$ cat config.mk
export PLATFORM = sky130hd
export DESIGN_NAME = timer_host_regs
export DESIGN_NICKNAME = d
export VERILOG_FILES = /design/src/rtl/timer_host_pkg.sv /design/src/rtl/tif_ctl_decode.sv /design/src/rtl/tif_chan.sv /design/src/rtl/timer_host_regs.sv
export SDC_FILE = /design/constraint.sdc
export NUM_CORES = 1
export LEC_CHECK = 0
export CAP_MARGIN = 20
export CORE_ASPECT_RATIO = 0.7
export CORE_UTILIZATION = 45
export CTS_CLUSTER_SIZE = 8
export DETAILED_ROUTE_END_ITERATION = 8
export DONT_BUFFER_PORTS = 1
export PLACE_DENSITY = 0.71
export SLEW_MARGIN = 20
export SYNTH_ARGS = -nofsm -noshare
export SYNTH_HDL_FRONTEND = slang
export SYNTH_SLANG_ARGS = --single-unit
$ cat constraint.sdc
create_clock -name clk -period 5.75 [get_ports clk]
set_input_delay 0.8625 -clock clk [delete_from_list [all_inputs] [get_ports clk]]
set_output_delay 0.8625 -clock clk [all_outputs]
set_load 0.02 [all_outputs]
$ cat src/rtl/timer_host_pkg.sv
package timer_host_pkg;
  localparam int NCH    = 3;
  localparam int BYTE_W = 8;
  localparam int CNT_W  = 2 * BYTE_W;
  localparam int MODE_W = 3;
  localparam int ADDR_W = 2;

  localparam logic [1:0] FMT_CAP = 2'b00;
  localparam logic [1:0] FMT_HI  = 2'b01;
  localparam logic [1:0] FMT_LO  = 2'b10;
  localparam logic [1:0] FMT_LH  = 2'b11;

  localparam logic [1:0] SEL_READBACK = 2'b11;
endpackage

$ cat src/rtl/tif_ctl_decode.sv
module tif_ctl_decode
  import timer_host_pkg::*;
#(
  parameter int N = NCH
) (
  input  logic              ctl_wr,
  input  logic [BYTE_W-1:0] ctl_byte,
  output logic [N-1:0]      prog,
  output logic [N-1:0]      cap_cnt,
  output logic [N-1:0]      cap_stat
);
  logic [1:0] sel;
  logic [1:0] fmt;

  assign sel = ctl_byte[7:6];
  assign fmt = ctl_byte[5:4];

  always_comb begin
    prog     = '0;
    cap_cnt  = '0;
    cap_stat = '0;
    if (ctl_wr) begin
      if (sel == SEL_READBACK) begin
        if (!ctl_byte[0]) begin
          for (int i = 0; i < N; i++) begin
            if (ctl_byte[1+i]) begin
              cap_cnt[i]  = !ctl_byte[5];
              cap_stat[i] = !ctl_byte[4];
            end
          end
        end
      end else begin
        for (int i = 0; i < N; i++) begin
          if (sel == 2'(i)) begin
            if (fmt == FMT_CAP) cap_cnt[i] = 1'b1;
            else                prog[i]    = 1'b1;
          end
        end
      end
    end
  end
endmodule

$ cat src/rtl/tif_chan.sv
module tif_chan
  import timer_host_pkg::*;
(
  input  logic              clk,
  input  logic              rst_ni,
  input  logic              prog,
  input  logic [5:0]        cfg,
  input  logic              cap_cnt,
  input  logic              cap_stat,
  input  logic              data_wr,
  input  logic              data_rd,
  input  logic [BYTE_W-1:0] wbyte,
  input  logic [CNT_W-1:0]  live,
  input  logic              out_lvl,
  input  logic              null_flg,
  output logic [MODE_W-1:0] mode,
  output logic              bcd,
  output logic              cfg_stb,
  output logic              ld_stb,
  output logic [CNT_W-1:0]  ld_val,
  output logic              cnt_held,
  output logic              stat_held,
  output logic [BYTE_W-1:0] rd_byte
);
  logic [MODE_W-1:0] mode_q, mode_d;
  logic              bcd_q, bcd_d;
  logic [1:0]        fmt_q, fmt_d;
  logic              wptr_q, wptr_d, rptr_q, rptr_d;
  logic [BYTE_W-1:0] low_q, low_d;
  logic              ld_q, ld_d, cfgs_q, cfgs_d;
  logic [CNT_W-1:0]  ldv_q, ldv_d;
  logic              cl_q, cl_d, sl_q, sl_d;
  logic [CNT_W-1:0]  snap_q, snap_d;
  logic [BYTE_W-1:0] st_q, st_d;
  logic              pair_fmt;
  logic [CNT_W-1:0]  src;

  assign pair_fmt = (fmt_q != FMT_HI) && (fmt_q != FMT_LO);
  assign src      = cl_q ? snap_q : live;

  always_comb begin
    mode_d = mode_q; bcd_d = bcd_q; fmt_d = fmt_q;
    wptr_d = wptr_q; rptr_d = rptr_q; low_d = low_q;
    ld_d = 1'b0; ldv_d = ldv_q; cfgs_d = 1'b0;
    cl_d = cl_q; snap_d = snap_q; sl_d = sl_q; st_d = st_q;
    if (prog) begin
      mode_d = cfg[3:1]; bcd_d = cfg[0]; fmt_d = cfg[5:4];
      wptr_d = 1'b0; rptr_d = 1'b0; cfgs_d = 1'b1;
    end
    if (data_wr) begin
      if (fmt_q == FMT_HI) begin
        ld_d = 1'b1; ldv_d = {wbyte, {BYTE_W{1'b0}}};
      end else if (fmt_q == FMT_LO) begin
        ld_d = 1'b1; ldv_d = {{BYTE_W{1'b0}}, wbyte};
      end else if (!wptr_q) begin
        low_d = wbyte; wptr_d = 1'b1;
      end else begin
        ld_d = 1'b1; ldv_d = {wbyte, low_q}; wptr_d = 1'b0;
      end
    end
    if (data_rd) begin
      if (sl_q) begin
        sl_d = 1'b0;
      end else if (pair_fmt) begin
        rptr_d = !rptr_q;
        if (rptr_q) cl_d = 1'b0;
      end else begin
        cl_d = 1'b0;
      end
    end
    if (cap_cnt && !cl_q) begin
      cl_d = 1'b1; snap_d = live;
    end
    if (cap_stat && !sl_q) begin
      sl_d = 1'b1; st_d = {out_lvl, null_flg, fmt_q, mode_q, bcd_q};
    end
  end

  always_ff @(posedge clk or negedge rst_ni) begin
    if (!rst_ni) begin
      mode_q <= '0; bcd_q <= 1'b0; fmt_q <= FMT_LH;
      wptr_q <= 1'b0; rptr_q <= 1'b0; low_q <= '0;
      ld_q <= 1'b0; ldv_q <= '0; cfgs_q <= 1'b0;
      cl_q <= 1'b0; snap_q <= '0; sl_q <= 1'b0; st_q <= '0;
    end else begin
      mode_q <= mode_d; bcd_q <= bcd_d; fmt_q <= fmt_d;
      wptr_q <= wptr_d; rptr_q <= rptr_d; low_q <= low_d;
      ld_q <= ld_d; ldv_q <= ldv_d; cfgs_q <= cfgs_d;
      cl_q <= cl_d; snap_q <= snap_d; sl_q <= sl_d; st_q <= st_d;
    end
  end

  always_comb begin
    if (sl_q) rd_byte = st_q;
    else if ((fmt_q == FMT_HI) || (pair_fmt && rptr_q)) rd_byte = src[CNT_W-1:BYTE_W];
    else rd_byte = src[BYTE_W-1:0];
  end

  assign mode      = mode_q;
  assign bcd       = bcd_q;
  assign cfg_stb   = cfgs_q;
  assign ld_stb    = ld_q;
  assign ld_val    = ldv_q;
  assign cnt_held  = cl_q;
  assign stat_held = sl_q;

  AST_LOAD_FOLLOWS_WRITE: assert property (@(posedge clk) disable iff (!rst_ni)
    ld_q |-> $past(data_wr));
  AST_CFG_FOLLOWS_PROG: assert property (@(posedge clk) disable iff (!rst_ni)
    cfgs_q |-> $past(prog));
  AST_SNAP_HELD: assert property (@(posedge clk) disable iff (!rst_ni)
    ($past(cl_q) && !$past(data_rd)) |-> (cl_q && $stable(snap_q)));
  AST_STATUS_FIRST: assert property (@(posedge clk) disable iff (!rst_ni)
    (sl_q && data_rd) |=> (!sl_q && $stable(cl_q) && $stable(rptr_q)));
endmodule

$ cat src/rtl/timer_host_regs.sv
module timer_host_regs
  import timer_host_pkg::*;
(
  input  logic                    clk,
  input  logic                    rst_n,
  input  logic                    cs,
  input  logic                    rd,
  input  logic                    wr,
  input  logic [ADDR_W-1:0]       addr,
  input  logic [BYTE_W-1:0]       wdata,
  output logic [BYTE_W-1:0]       rdata,
  output logic [NCH*MODE_W-1:0]   ch_mode,
  output logic [NCH-1:0]          ch_bcd,
  output logic [NCH-1:0]          cfg_stb,
  output logic [NCH-1:0]          load_stb,
  output logic [NCH*CNT_W-1:0]    load_val,
  input  logic [NCH*CNT_W-1:0]    live_cnt,
  input  logic [NCH-1:0]          out_lvl,
  input  logic [NCH-1:0]          null_cnt
);
  localparam logic [ADDR_W-1:0] CTL_ADDR = ADDR_W'(NCH);

  logic [1:0]        rst_sync_q;
  logic              rst_i;
  logic              wr_ok, rd_ok, ctl_wr;
  logic [NCH-1:0]    prog, cap_cnt, cap_stat, data_wr, data_rd;
  logic [NCH-1:0]    cnt_held, stat_held;
  logic [BYTE_W-1:0] rd_byte [NCH];

  always_ff @(posedge clk or negedge rst_n) begin
    if (!rst_n) rst_sync_q <= 2'b00;
    else        rst_sync_q <= {rst_sync_q[0], 1'b1};
  end
  assign rst_i = rst_sync_q[1];

  assign wr_ok  = cs && wr;
  assign rd_ok  = cs && rd && !wr;
  assign ctl_wr = wr_ok && (addr == CTL_ADDR);

  tif_ctl_decode #(.N(NCH)) u_dec (
    .ctl_wr   (ctl_wr),
    .ctl_byte (wdata),
    .prog     (prog),
    .cap_cnt  (cap_cnt),
    .cap_stat (cap_stat)
  );

  for (genvar g = 0; g < NCH; g++) begin : g_ch
    assign data_wr[g] = wr_ok && (addr == ADDR_W'(g));
    assign data_rd[g] = rd_ok && (addr == ADDR_W'(g));

    tif_chan u_ch (
      .clk       (clk),
      .rst_ni    (rst_i),
      .prog      (prog[g]),
      .cfg       (wdata[5:0]),
      .cap_cnt   (cap_cnt[g]),
      .cap_stat  (cap_stat[g]),
      .data_wr   (data_wr[g]),
      .data_rd   (data_rd[g]),
      .wbyte     (wdata),
      .live      (live_cnt[g*CNT_W +: CNT_W]),
      .out_lvl   (out_lvl[g]),
      .null_flg  (null_cnt[g]),
      .mode      (ch_mode[g*MODE_W +: MODE_W]),
      .bcd       (ch_bcd[g]),
      .cfg_stb   (cfg_stb[g]),
      .ld_stb    (load_stb[g]),
      .ld_val    (load_val[g*CNT_W +: CNT_W]),
      .cnt_held  (cnt_held[g]),
      .stat_held (stat_held[g]),
      .rd_byte   (rd_byte[g])
    );
  end

  always_comb begin
    rdata = '0;
    for (int i = 0; i < NCH; i++) begin
      if (data_rd[i]) rdata = rd_byte[i];
    end
  end

  AST_RB_BIT0_IGNORED: assert property (@(posedge clk) disable iff (!rst_i)
    (ctl_wr && wdata[7:6] == SEL_READBACK && wdata[0]) |=>
      ($stable(cnt_held) && $stable(stat_held)));
  AST_PROG_ISOLATED: assert property (@(posedge clk) disable iff (!rst_i)
    (ctl_wr && wdata[7:6] == 2'b00 && wdata[5:4] != FMT_CAP) |=>
      $stable(ch_mode[NCH*MODE_W-1:MODE_W]));
  AST_IDLE_READ_KEEPS: assert property (@(posedge clk) disable iff (!rst_i)
    (!rd_ok || addr == CTL_ADDR) && !wr_ok |=>
      ($stable(cnt_held) && $stable(stat_held)));
endmodule

==> impl_metrics.csv <==
group,metric,value,unit
drt,vias,5374,
power_and_ir_drop,p_int,2.66,mW
drt,drtIter0Drc,517,
sta,timing.final.crit_share,0.695,
grt,grt_use_total,0.226,
synthesis,syn_inst,663,
worst_setup_path,reg2reg_slack,3.42,ns
clock_network,cts_root_buf,"clkbuf_16",
grt,grt_max_degree,77,
flow_run,maxCapViolations,0,
worst_setup_path,cp_max_fo,12,
grt,grt_pass1_wl,32500,um
clock_network,cts_inserted_buffers,17,
layout,drive_above_1_share,0.296,
clock_network,cts_resized,0,
clock_network,ctsHoldBuffers,0,
layout,nets,708,
synthesis,synth_area,0.00844,mm2
power_and_ir_drop,switchingPower,1.30,mW
worst_setup_path,path_cells,"inv_1 > ha_1 > a21oi_1 > mux4_2 > a22oi_1 > a22oi_1",
synthesis,synthesis.nets,738,
outcome,status,"complete, but fails checks",
power_and_ir_drop,peakVddDrop,232,uV
synthesis,ys_ff_latch,182,
drt,firstDrtPassIters,7,
synthesis,synth_seq_area_share,0.541,
die,start_util,0.465,
sta,clock_skew,0.0112,ns
grt,gr-total-overflow,0,
die,coreArea,0.0182,mm2
placed_design,dp_hpwl,14400,um
worst_setup_path,crit_top_cell,"a22oi_1",
clock_network,post-cts-setup-buffer-count,0,
grt,grt_use_met1,0.284,
synthesis,async_reset_ff_frac,1.00,
worst_setup_path,cp_num_buf_inv,1,
die,dieArea,0.0193,mm2
worst_setup_path,cp.arrival,3.14,ns
clock_network,cts_tree,"built",
worst_setup_path,cp_slowest_cell,"a21oi_1",
die,rows,41,
layout,antennaDiodeCount,0,
sta,fmax,250,MHz
synthesis,ys.flop_type,"dfrtp_1",
grt,grt_busiest_layer,"met2",
synthesis,syn_area_per_cell,12.7,um2
sta,hold_ws,0.128,ns
clock_network,path_clk_slew,0.07,ns
die,die_w,166,um
worst_setup_path,crit_path_start_kind,"flip-flop",
clock_network,h-tree-depth,4,
sta,fin_tns_setup,0,ns
worst_setup_path,worst_path_largest_cell_delay,0.67,ns
outcome,violations,"design-rule violations",
die,die_h,117,um
grt,grt_pass1_vias,5503,
clock_network,clock_latency,0.43,ns
power_and_ir_drop,power_frac_seq,0.512,
synthesis,synth.distinct_cells,49,
placed_design,portBuffers,0,
worst_setup_path,worstPathRequired,4.89,ns
sta,worst_pin_slew,1.04,ns
sta,fin_crit,4.00,ns
grt,met2_usage,0.341,
drt,ant_nets,0,
layout,syn2layout_area_growth,8.78,%
drt,routed_wl,20900,um
die,num_io_pins,143,
grt,antenna_found_initial,0,
clock_network,numClockSinks,182,
worst_setup_path,path_class,"reg -> out",
drt,wl_per_cell,23.7,um
worst_hold_path,hp-class,"in -> async",
placed_design,gp_congestion,0.822,
synthesis,synth_warnings,0,
synthesis,synth_edf_count,0,
power_and_ir_drop,power_per_cell_area,431,mW/mm2
sta,finalSetupViolations,0,
worst_setup_path,end_kind,"output pin",
drt,drc_errors,22,
sta,rsz0062_at_grt,"no",
power_and_ir_drop,p_clk_frac,0.315,
power_and_ir_drop,power_frac_comb,0.172,
power_and_ir_drop,p_leak,4.17,nW
power_and_ir_drop,swShare,0.329,
sta,relSlewSlack,0.302,
worst_setup_path,critical_path.top_delay_family,"compound AO/OA/AOI/OAI gates",
clock_network,clockBufferDepth,2,
sta,slew_viol_final,0,
grt,met3_usage,0.116,
sta,finalHoldViolCount,0,
drt,drt-vias-per-instance,6.09,
==> worst reg2reg max path: stages, from the launching register on <==
cell     delay, ns
dfstp_2       0.55
inv_1         0.06
ha_1          0.42
nor3_1        0.32
nand4_1       0.44
mux2_2        0.44
==> area by class of cell <==
type                            count  area [um2]
Fill cell                        1552        8980
Sequential cell                   182        4570
Multi-Input combinational cell    416        3600
Clock buffer                       19         433
Tap cell                          236         295
Clock inverter                     13         194
Inverter                           13        48.8
Timing Repair Buffer                3        42.5
==> flip-flops by register name (all words and copies together) (netlist names), 6 cells and up <==
signal / cells
g_ch.u_ch.ld_val: 48
g_ch.u_ch.fmt_q: 6
g_ch.u_ch.mode: 9
g_ch.u_ch.low_q: 24
g_ch.u_ch.st_q: 24
g_ch.u_ch.snap_q: 48
==> logic make-up (layout without fill, tap and decap cells) <==
| logic type | after synthesis | in the layout | synth area share |
|---|---|---|---|
| flops | 182 | 182 | 0.541 |
| mux | 163 | 163 | 0.245 |
| simple gates | 155 | 155 | 0.0949 |
| compound gates | 91 | 91 | 0.0750 |
| buf+inv | 65 | 48 | 0.0353 |
| fa+ha+maj | 6 | 6 | 0.00890 |
| other cells | 1 | 1 | 0.000444 |
==> final timing paths <==
path                                        from                endpoint  cells past startpoint
max reg2reg                g_ch[0].u_ch.fmt_q[0]   g_ch[0].u_ch.low_q[1]                      5
max                        g_ch[0].u_ch.fmt_q[1]                rdata[5]                      6
min reg2reg                        rst_sync_q[1]  g_ch[1].u_ch.snap_q[6]                      0
max in group asynchronous          rst_sync_q[1]  g_ch[0].u_ch.snap_q[4]                      1
min                                        rst_n           rst_sync_q[1]                      0
min in group clk                   rst_sync_q[0]           rst_sync_q[1]                      0
==> routing by layer <==
layer / share of wire / routed length, um
met1: 0.42 / 8750
met2: 0.45 / 9350
met3: 0.12 / 2480
met4: 0.014 / 284
met5: 0 / 0
==> cell usage in the layout (no fill, tap or decap), types with 2 or more instances in the layout <==
cell,synthesis,layout
clkinvlp_4,0,3
nor2_1,5,5
nand4_1,4,4
a22oi_1,14,14
nand3_1,12,12
a32oi_1,2,2
o41ai_1,2,2
mux4_2,24,24
o31ai_1,26,26
nor3_1,8,8
mux2i_1,32,32
bufinv_16,0,4
a221oi_1,4,4
dfstp_2,6,6
nand2_1,97,97
a211o_1,2,2
a21bo_2,3,3
inv_1,13,13
o21ai_0,29,29
nand4b_2,2,2
dfrtp_1,176,175
buf_4,10,2
inv_6,0,3
nand2b_1,7,7
mux2_2,107,107
clkbuf_1,24,2
nand3b_1,2,2
a21oi_2,2,2
ha_1,6,6
nand3b_2,3,3
clkbuf_16,0,17
nor4_4,2,3
a21oi_1,2,2
==> Yosys cell counts (3+ instances only) <==
master	count	area share
nand2b_1	7	0.0052
nand3_1	12	0.0071
buf_4	10	0.0089
mux2i_1	32	0.038
buf_2	13	0.0077
mux2_2	107	0.14
clkbuf_1	24	0.011
o31ai_1	26	0.023
mux4_2	24	0.064
dfstp_2	6	0.019
nand2_1	97	0.043
a22oi_1	14	0.012
o21ai_0	29	0.017
nand4_1	4	0.0030
nand3b_2	3	0.0040
dfrtp_1	176	0.52
inv_1	13	0.0058
nor2_1	5	0.0022
nor3_1	8	0.0047
ha_1	6	0.0089
a221oi_1	4	0.0042
buf_1	5	0.0022
a21bo_2	3	0.0036
==> through the flow <==
step / cell area (um2) / instances / total power, mW / utilization / setup WS, ns
2_1_floorplan: 8440 / 663 / 2.53 / - / 0.314
5_1_grt: 9180 / 882 / 4.16 / 0.505 / 1.58
3_5_place_dp: 8520 / 849 / 2.73 / 0.469 / 2.15
4_1_cts: 9140 / 881 / 3.99 / 0.503 / 1.69
6_report: 9180 / 882 / 3.96 / 0.505 / 1.75
3_3_place_gp: 8520 / 849 / 2.68 / 0.469 / 2.19
==> power by group through the flow <==
stage          registers, mW  clock network (mW)  logic, mW
2_1_floorplan           1.95                   0      0.578
3_3_place_gp            2.04                   0      0.644
3_5_place_dp            2.06                   0      0.672
4_1_cts                 2.04                1.27      0.677
5_1_grt                 2.07                1.33      0.761
6_report                2.03                1.25      0.682
Note: power is estimated with default switching activity, not from simulation.
